$ cat src/rtl/simd_csr_pkg.sv
package simd_csr_pkg;

    localparam int       CSR_W      = 32;
    localparam int       NCLASS     = 6;
    localparam int       FLAG_LSB   = 0;
    localparam int       MASK_LSB   = 7;
    localparam int       OPND_BYTES = 4;
    localparam int       REAL_LIMIT = 32'h0000_FFFF;

    localparam logic [7:0] OPC_ESC = 8'h0F;
    localparam logic [7:0] OPC_GRP = 8'hAE;
    localparam logic [2:0] REG_SEL = 3'd2;
    localparam logic [1:0] MOD_REG = 2'b11;

    typedef enum logic [2:0] {
        FC_NONE = 3'd0,
        FC_UD   = 3'd1,
        FC_NM   = 3'd2,
        FC_AC   = 3'd3,
        FC_GP   = 3'd4
    } fault_e;

    typedef enum logic [1:0] {
        MD_REAL = 2'd0,
        MD_PROT = 2'd1,
        MD_V86  = 2'd2,
        MD_LONG = 2'd3
    } mode_e;

    typedef struct packed {
        logic emu;
        logic ts;
        logic osfx;
        logic acen;
        logic feat;
        logic lock;
    } ctl_t;

    typedef struct packed {
        logic ud;
        logic nm;
        logic addr_gp;
        logic align;
        logic rsv;
    } fault_set_t;

    function automatic fault_e pick_fault(input fault_set_t f);
        if (f.ud)           return FC_UD;
        else if (f.nm)      return FC_NM;
        else if (f.addr_gp) return FC_GP;
        else if (f.align)   return FC_AC;
        else if (f.rsv)     return FC_GP;
        else                return FC_NONE;
    endfunction

endpackage

$ cat src/rtl/simd_csr_decode.sv
module simd_csr_decode
    import simd_csr_pkg::*;
(
    input  logic       valid,
    input  logic [7:0] b0,
    input  logic [7:0] b1,
    input  logic [1:0] mod_f,
    input  logic [2:0] reg_f,
    output logic       hit
);
    logic opc_ok;
    logic mem_form;

    assign opc_ok   = (b0 == OPC_ESC) && (b1 == OPC_GRP) && (reg_f == REG_SEL);
    assign mem_form = (mod_f != MOD_REG);
    assign hit      = valid && opc_ok && mem_form;
endmodule

$ cat src/rtl/simd_csr_fault_chk.sv
module simd_csr_fault_chk
    import simd_csr_pkg::*;
#(
    parameter int                ADDR_W     = 32,
    parameter logic [CSR_W-1:0]  VALID_MASK = 32'h0000_FFFF
)(
    input  ctl_t              ctl,
    input  logic [1:0]        cpl,
    input  mode_e             mode,
    input  logic [ADDR_W-1:0] addr,
    input  logic [CSR_W-1:0]  data,
    output fault_e            code
);
    localparam int                ALIGN_BITS = $clog2(OPND_BYTES);
    localparam logic [ADDR_W-1:0] REAL_LAST  = ADDR_W'(REAL_LIMIT - (OPND_BYTES - 1));
    localparam logic [1:0]        USER_CPL   = 2'd3;

    fault_set_t f;
    logic       misaligned;
    logic       priv_ok;

    assign misaligned = (addr[ALIGN_BITS-1:0] != '0);

    always_comb begin
        unique case (mode)
            MD_PROT, MD_LONG: priv_ok = (cpl == USER_CPL);
            MD_V86:           priv_ok = 1'b1;
            default:          priv_ok = 1'b0;
        endcase
    end

    always_comb begin
        f.ud      = ctl.emu || !ctl.osfx || !ctl.feat || ctl.lock;
        f.nm      = ctl.ts;
        f.addr_gp = (mode == MD_REAL) && (addr > REAL_LAST);
        f.align   = ctl.acen && misaligned && priv_ok;
        f.rsv     = |(data & ~VALID_MASK);
    end

    assign code = pick_fault(f);
endmodule

$ cat src/rtl/simd_csr_reg.sv
module simd_csr_reg
    import simd_csr_pkg::*;
#(
    parameter logic [CSR_W-1:0] VALID_MASK = 32'h0000_FFFF,
    parameter logic [CSR_W-1:0] RESET_VAL  = 32'h0000_1F80
)(
    input  logic             clk,
    input  logic             rst,
    input  logic             hit,
    input  fault_e           code,
    input  logic [CSR_W-1:0] wdata,
    output logic [CSR_W-1:0] csr,
    output logic             done,
    output fault_e           done_code
);
    logic we;

    assign we = hit && (code == FC_NONE);

    always_ff @(posedge clk) begin
        if (rst) begin
            csr       <= RESET_VAL & VALID_MASK;
            done      <= 1'b0;
            done_code <= FC_NONE;
        end else begin
            done      <= hit;
            done_code <= hit ? code : FC_NONE;
            if (we) begin
                csr <= wdata;
            end
        end
    end
endmodule

$ cat src/rtl/simd_csr_pend.sv
module simd_csr_pend
    import simd_csr_pkg::*;
(
    input  logic [CSR_W-1:0]  csr,
    input  logic              op_valid,
    input  logic [NCLASS-1:0] op_class,
    output logic              pending,
    output logic              exc
);
    logic [NCLASS-1:0] pv;
    logic [NCLASS-1:0] match;

    for (genvar i = 0; i < NCLASS; i++) begin : g_class
        assign pv[i]    = csr[FLAG_LSB + i] && !csr[MASK_LSB + i];
        assign match[i] = pv[i] && op_class[i];
    end

    assign pending = |pv;
    assign exc     = op_valid && (|match);
endmodule

$ cat src/rtl/simd_csr_loader.sv
module simd_csr_loader
    import simd_csr_pkg::*;
#(
    parameter int               ADDR_W     = 32,
    parameter logic [CSR_W-1:0] VALID_MASK = 32'h0000_FFFF,
    parameter logic [CSR_W-1:0] RESET_VAL  = 32'h0000_1F80
)(
    input  logic              clk,
    input  logic              rst,
    input  logic              load_valid,
    input  logic [7:0]        op_byte0,
    input  logic [7:0]        op_byte1,
    input  logic [1:0]        modrm_mod,
    input  logic [2:0]        modrm_reg,
    input  logic              lock_pfx,
    input  logic [ADDR_W-1:0] op_addr,
    input  logic [31:0]       load_data,
    input  logic              cr_emu,
    input  logic              cr_ts,
    input  logic              cr_osfx,
    input  logic              cr_acen,
    input  logic              feat_simd,
    input  logic [1:0]        cpl,
    input  logic [1:0]        cpu_mode,
    input  logic              simd_op_valid,
    input  logic [5:0]        simd_op_class,
    output logic              done_valid,
    output logic [2:0]        fault_code,
    output logic [31:0]       csr_value,
    output logic              deferred_pending,
    output logic              simd_exc
);
    logic   hit;
    ctl_t   ctl;
    fault_e code_now;
    fault_e code_q;

    assign ctl = '{emu: cr_emu, ts: cr_ts, osfx: cr_osfx, acen: cr_acen,
                   feat: feat_simd, lock: lock_pfx};

    simd_csr_decode u_dec (
        .valid (load_valid),
        .b0    (op_byte0),
        .b1    (op_byte1),
        .mod_f (modrm_mod),
        .reg_f (modrm_reg),
        .hit   (hit)
    );

    simd_csr_fault_chk #(
        .ADDR_W     (ADDR_W),
        .VALID_MASK (VALID_MASK)
    ) u_chk (
        .ctl  (ctl),
        .cpl  (cpl),
        .mode (mode_e'(cpu_mode)),
        .addr (op_addr),
        .data (load_data),
        .code (code_now)
    );

    simd_csr_reg #(
        .VALID_MASK (VALID_MASK),
        .RESET_VAL  (RESET_VAL)
    ) u_reg (
        .clk       (clk),
        .rst       (rst),
        .hit       (hit),
        .code      (code_now),
        .wdata     (load_data),
        .csr       (csr_value),
        .done      (done_valid),
        .done_code (code_q)
    );

    simd_csr_pend u_pend (
        .csr      (csr_value),
        .op_valid (simd_op_valid),
        .op_class (simd_op_class),
        .pending  (deferred_pending),
        .exc      (simd_exc)
    );

    assign fault_code = code_q;
endmodule

$ cat config.mk
export PLATFORM = sky130hd
export DESIGN_NAME = simd_csr_loader
export DESIGN_NICKNAME = d
export VERILOG_FILES = /design/src/rtl/simd_csr_pkg.sv /design/src/rtl/simd_csr_decode.sv /design/src/rtl/simd_csr_fault_chk.sv /design/src/rtl/simd_csr_reg.sv /design/src/rtl/simd_csr_pend.sv /design/src/rtl/simd_csr_loader.sv
export SDC_FILE = /design/constraint.sdc
export NUM_CORES = 1
export LEC_CHECK = 0
export ABC_AREA = 1
export BUFFER_PORTS_ARGS = -buffer_cell sky130_fd_sc_hd__buf_2
export CAP_MARGIN = 20
export CORE_MARGIN = 3
export CORE_UTILIZATION = 40
export CTS_BUF_LIST = sky130_fd_sc_hd__clkbuf_2
export DETAILED_ROUTE_END_ITERATION = 16
export GPL_ROUTABILITY_DRIVEN = 0
export PLACE_DENSITY = 0.81
export SLEW_MARGIN = 20
export SYNTH_ARGS = -nofsm -noshare
export SYNTH_HDL_FRONTEND = slang
export SYNTH_SLANG_ARGS = --single-unit
$ cat constraint.sdc
create_clock -name clk -period 1.5 [get_ports clk]
set_input_delay 0.075 -clock clk [delete_from_list [all_inputs] [get_ports clk]]
set_output_delay 0.075 -clock clk [all_outputs]
set_load 0.1 [all_outputs]
==> metrics.txt <==
unrepaired setup endpoints after global routing yes; fill count 360; Post-DP Area 2650 um2; Final Non-Filler Cells 483; Initial Util 43.0%; row count 23; critical path type reg2out; switching power 0.442 mW; initial antenna violation count 0; core region area 4170 um2; die span in y 73.0 um; CTS tree done; Reg2Reg Capture Point u_reg.csr[0]; worst r2r src u_reg.csr[0]; total CTS buffers 5; status finished, violations left; CP endpoint simd_exc; Slew headroom 67.1%; Cell Pwr Density 618 nW/um2; Seq pwr share 51.8%; Via-to-Cell Ratio 4.81; Hold Path Class in2reg; Primary FF master, synth dfxtp_1; Crit. Startpoint u_reg.csr[0]; top-level I/O count 143; Fmax 0.608 GHz; post-route cell area 2930 um2; Post-DP HPWL 4440 um; max_cap viols 0; Total Nets Final 537; register area 761 um2; root buf cell clkbuf_2; GRT Total Usage 21.0%; post-synth top area cell dfxtp_1; PortBufs 142; Internal Pwr Total 1.37 mW; Clk pin slew, worst setup/hold paths 0.19 ns; setup slack after layout -0.145 ns; Initial DRC Count 208; final core utilization 70.3%; Post-synth EDFFs 0; most common cell in the synthesized netlist nand2_1; Routed wire per std cell 12.5 um; mean area per synthesized cell 6.67 um2; minimum clock period after layout 1.65 ns; Vias 2322; FF-to-FF setup slack 0.67 ns; switch share 24.4%; Worst Setup End Kind output pin; Comb pwr share 14.4%; CTS Sinks 36; final wirelength 6040 um; Initial DRT Pass Iterations 4; M1 WL 2290 um; CP max FO 2; leakage 1.68 nW; Seq/Total Area, Yosys 40.1%; Top Layer Used met4; Critical Path Source Type flop; Syn Nets 374; crit path DAT 1.57 ns; vias in the first global route 2124; worst hold path startpoint load_data[4]; sum of negative setup slack -0.282 ns; Worst Skew 0 ns; multi-input logic area 865 um2; critical path required time 1.42 ns; Setup Viol. Count Final 2; Worst-Margin Slew 0.496 ns; CTS H-Tree Depth 2; fraction of layout cells with a size suffix above 1 44.6%; Synth async-reset ratio 0%; synth warn 0; failing checks negative setup slack; R2R depth 5; # diodes 0; total power 1.81 mW; Commonest cells post-synth nand2_1 (56), inv_1 (55), nor2_1 (43), dfxtp_1 (36), nand4_1 (26); WL met3 557 um; Fin. Hold Viols 0; Tcrit/Tclk final 110%; residual DRC count 0; Max IR drop VDD 0.389 mV; clk_lat worst skew 0.37 ns; max-slew violation count 0; Routed Antenna Nets 0; Synth top area share 40.1%; met2 routed WL 3130 um; Die X-Extent 73.0 um; cell area after synthesis 1800 um2; grt ovf 0; Distinct cells, synth 27; #FFs+latches synth 36; clock network power share 33.8%; dpl cells 458; largest net degree at the start of global routing 33; Area Overhead vs Synth 63.3%; gate count of the mapped netlist 269; first-pass GRT wire length 8920 um; Clock Tree Buf Depth 2; die footprint 5330 um2; synth top area cells dfxtp_1 (40%), nand2_1 (12%), inv_1 (11%), nand4_1 (9.1%), nor2_1 (9.0%)
-- worst min path at each step --
| stage | endpoint | slack, ns | depth (start not counted) |
|---|---|---|---|
| after floorplan | u_reg.done | 0.17 | 1 |
| after global placement | u_reg.done | 0.30 | 2 |
| after detailed placement | u_reg.done | 0.30 | 2 |
| after CTS | u_reg.done_code[0] | 0.003 | 3 |
| after global routing | u_reg.csr[0] | 0.02 | 5 |
| final | u_reg.csr[4] | 0.03 | 5 |
-- routing by layer --
metal  vias up  GRT usage [%]
met5         -              0
met3         8           4.82
li1       1167              -
met2       119           36.5
met1      1028           25.7
met4         0           5.53
-- per-stage QoR --
stage                     hold WS (ns)  worst slack [ns]
final                           0.0294            -0.145
after global routing            0.0213            -0.250
after CTS                      0.00264            -0.140
after detailed placement         0.303          -0.00613
after global placement           0.300          -0.00198
after floorplan                  0.171           -0.0516
-- sequential cells by signal, summed over array words and instances, names as in the netlist --
name,flops
u_reg.csr,32
u_reg.done,1
u_reg.done_code,3
-- cells in the final DEF, fill, tap and decap left out --
cell type	netlist	final
buf_2	2	140
nand2_1	56	56
inv_1	55	50
nor2_1	43	39
nand4_1	26	26
dfxtp_1	36	24
and3_1	16	16
dlygate4sd3_1	0	13
dfxtp_4	0	10
buf_4	2	9
nand3_1	8	8
inv_2	3	7
clkbuf_2	1	5
nor2_2	1	4
buf_12	0	3
inv_4	0	2
a21oi_1	2	2
nor3_1	2	2
dfxtp_2	0	2
nor2_4	0	1
nor4_2	0	1
o221ai_4	0	1
a221oi_2	0	1
a31oi_4	0	1
and2_1	1	1
nand3_2	1	1
o21ai_1	1	1
nand2_4	1	1
nor4_1	2	1
nand3_4	1	1
nor3_2	1	1
o21a_1	1	1
clkinv_2	0	1
bufinv_16	0	1
-- cells by family after synthesis --
family	synth area share, %
buffers and inverters	15.1
AOI/OAI and AO/OA	2.58
DFF	40.1
and+or+nand+nor	42.2
-- worst max-delay path, cell delays in order (launching register included) --
cell and delay [ns]:
dfxtp_4 0.39, inv_2 0.06, nor2_2 0.05, nand2_1 0.06
nand2_1 0.07, a221oi_2 0.25, a31oi_4 0.14, buf_12 0.18
-- timing repair --
item,4_1_cts,5_1_grt
pin swaps,2,2
endpoints found under the hold margin,14,2
hold buffers,11,2
endpoints found under the setup margin,2,2
buffers inserted,1,3
resized for setup,9,8
-- power by group through the flow --
stage                     clock, mW  sequential, mW  combinational, mW
after floorplan                   0           0.959             0.0749
after global placement            0           0.959              0.225
after detailed placement          0           0.959              0.230
after CTS                     0.622           0.939              0.254
after global routing          0.665           0.940              0.292
final                         0.613           0.939              0.261
-- final cells by class --
class,count,share of cell area (%)
Tap cell,50,2.13
Clock inverter,3,1.41
Sequential cell,36,25.9
Clock buffer,5,0.853
Timing Repair Buffer,165,32.7
Inverter,58,7.51
Multi-Input combinational cell,166,29.5
Power figures use the tool's default switching activity.
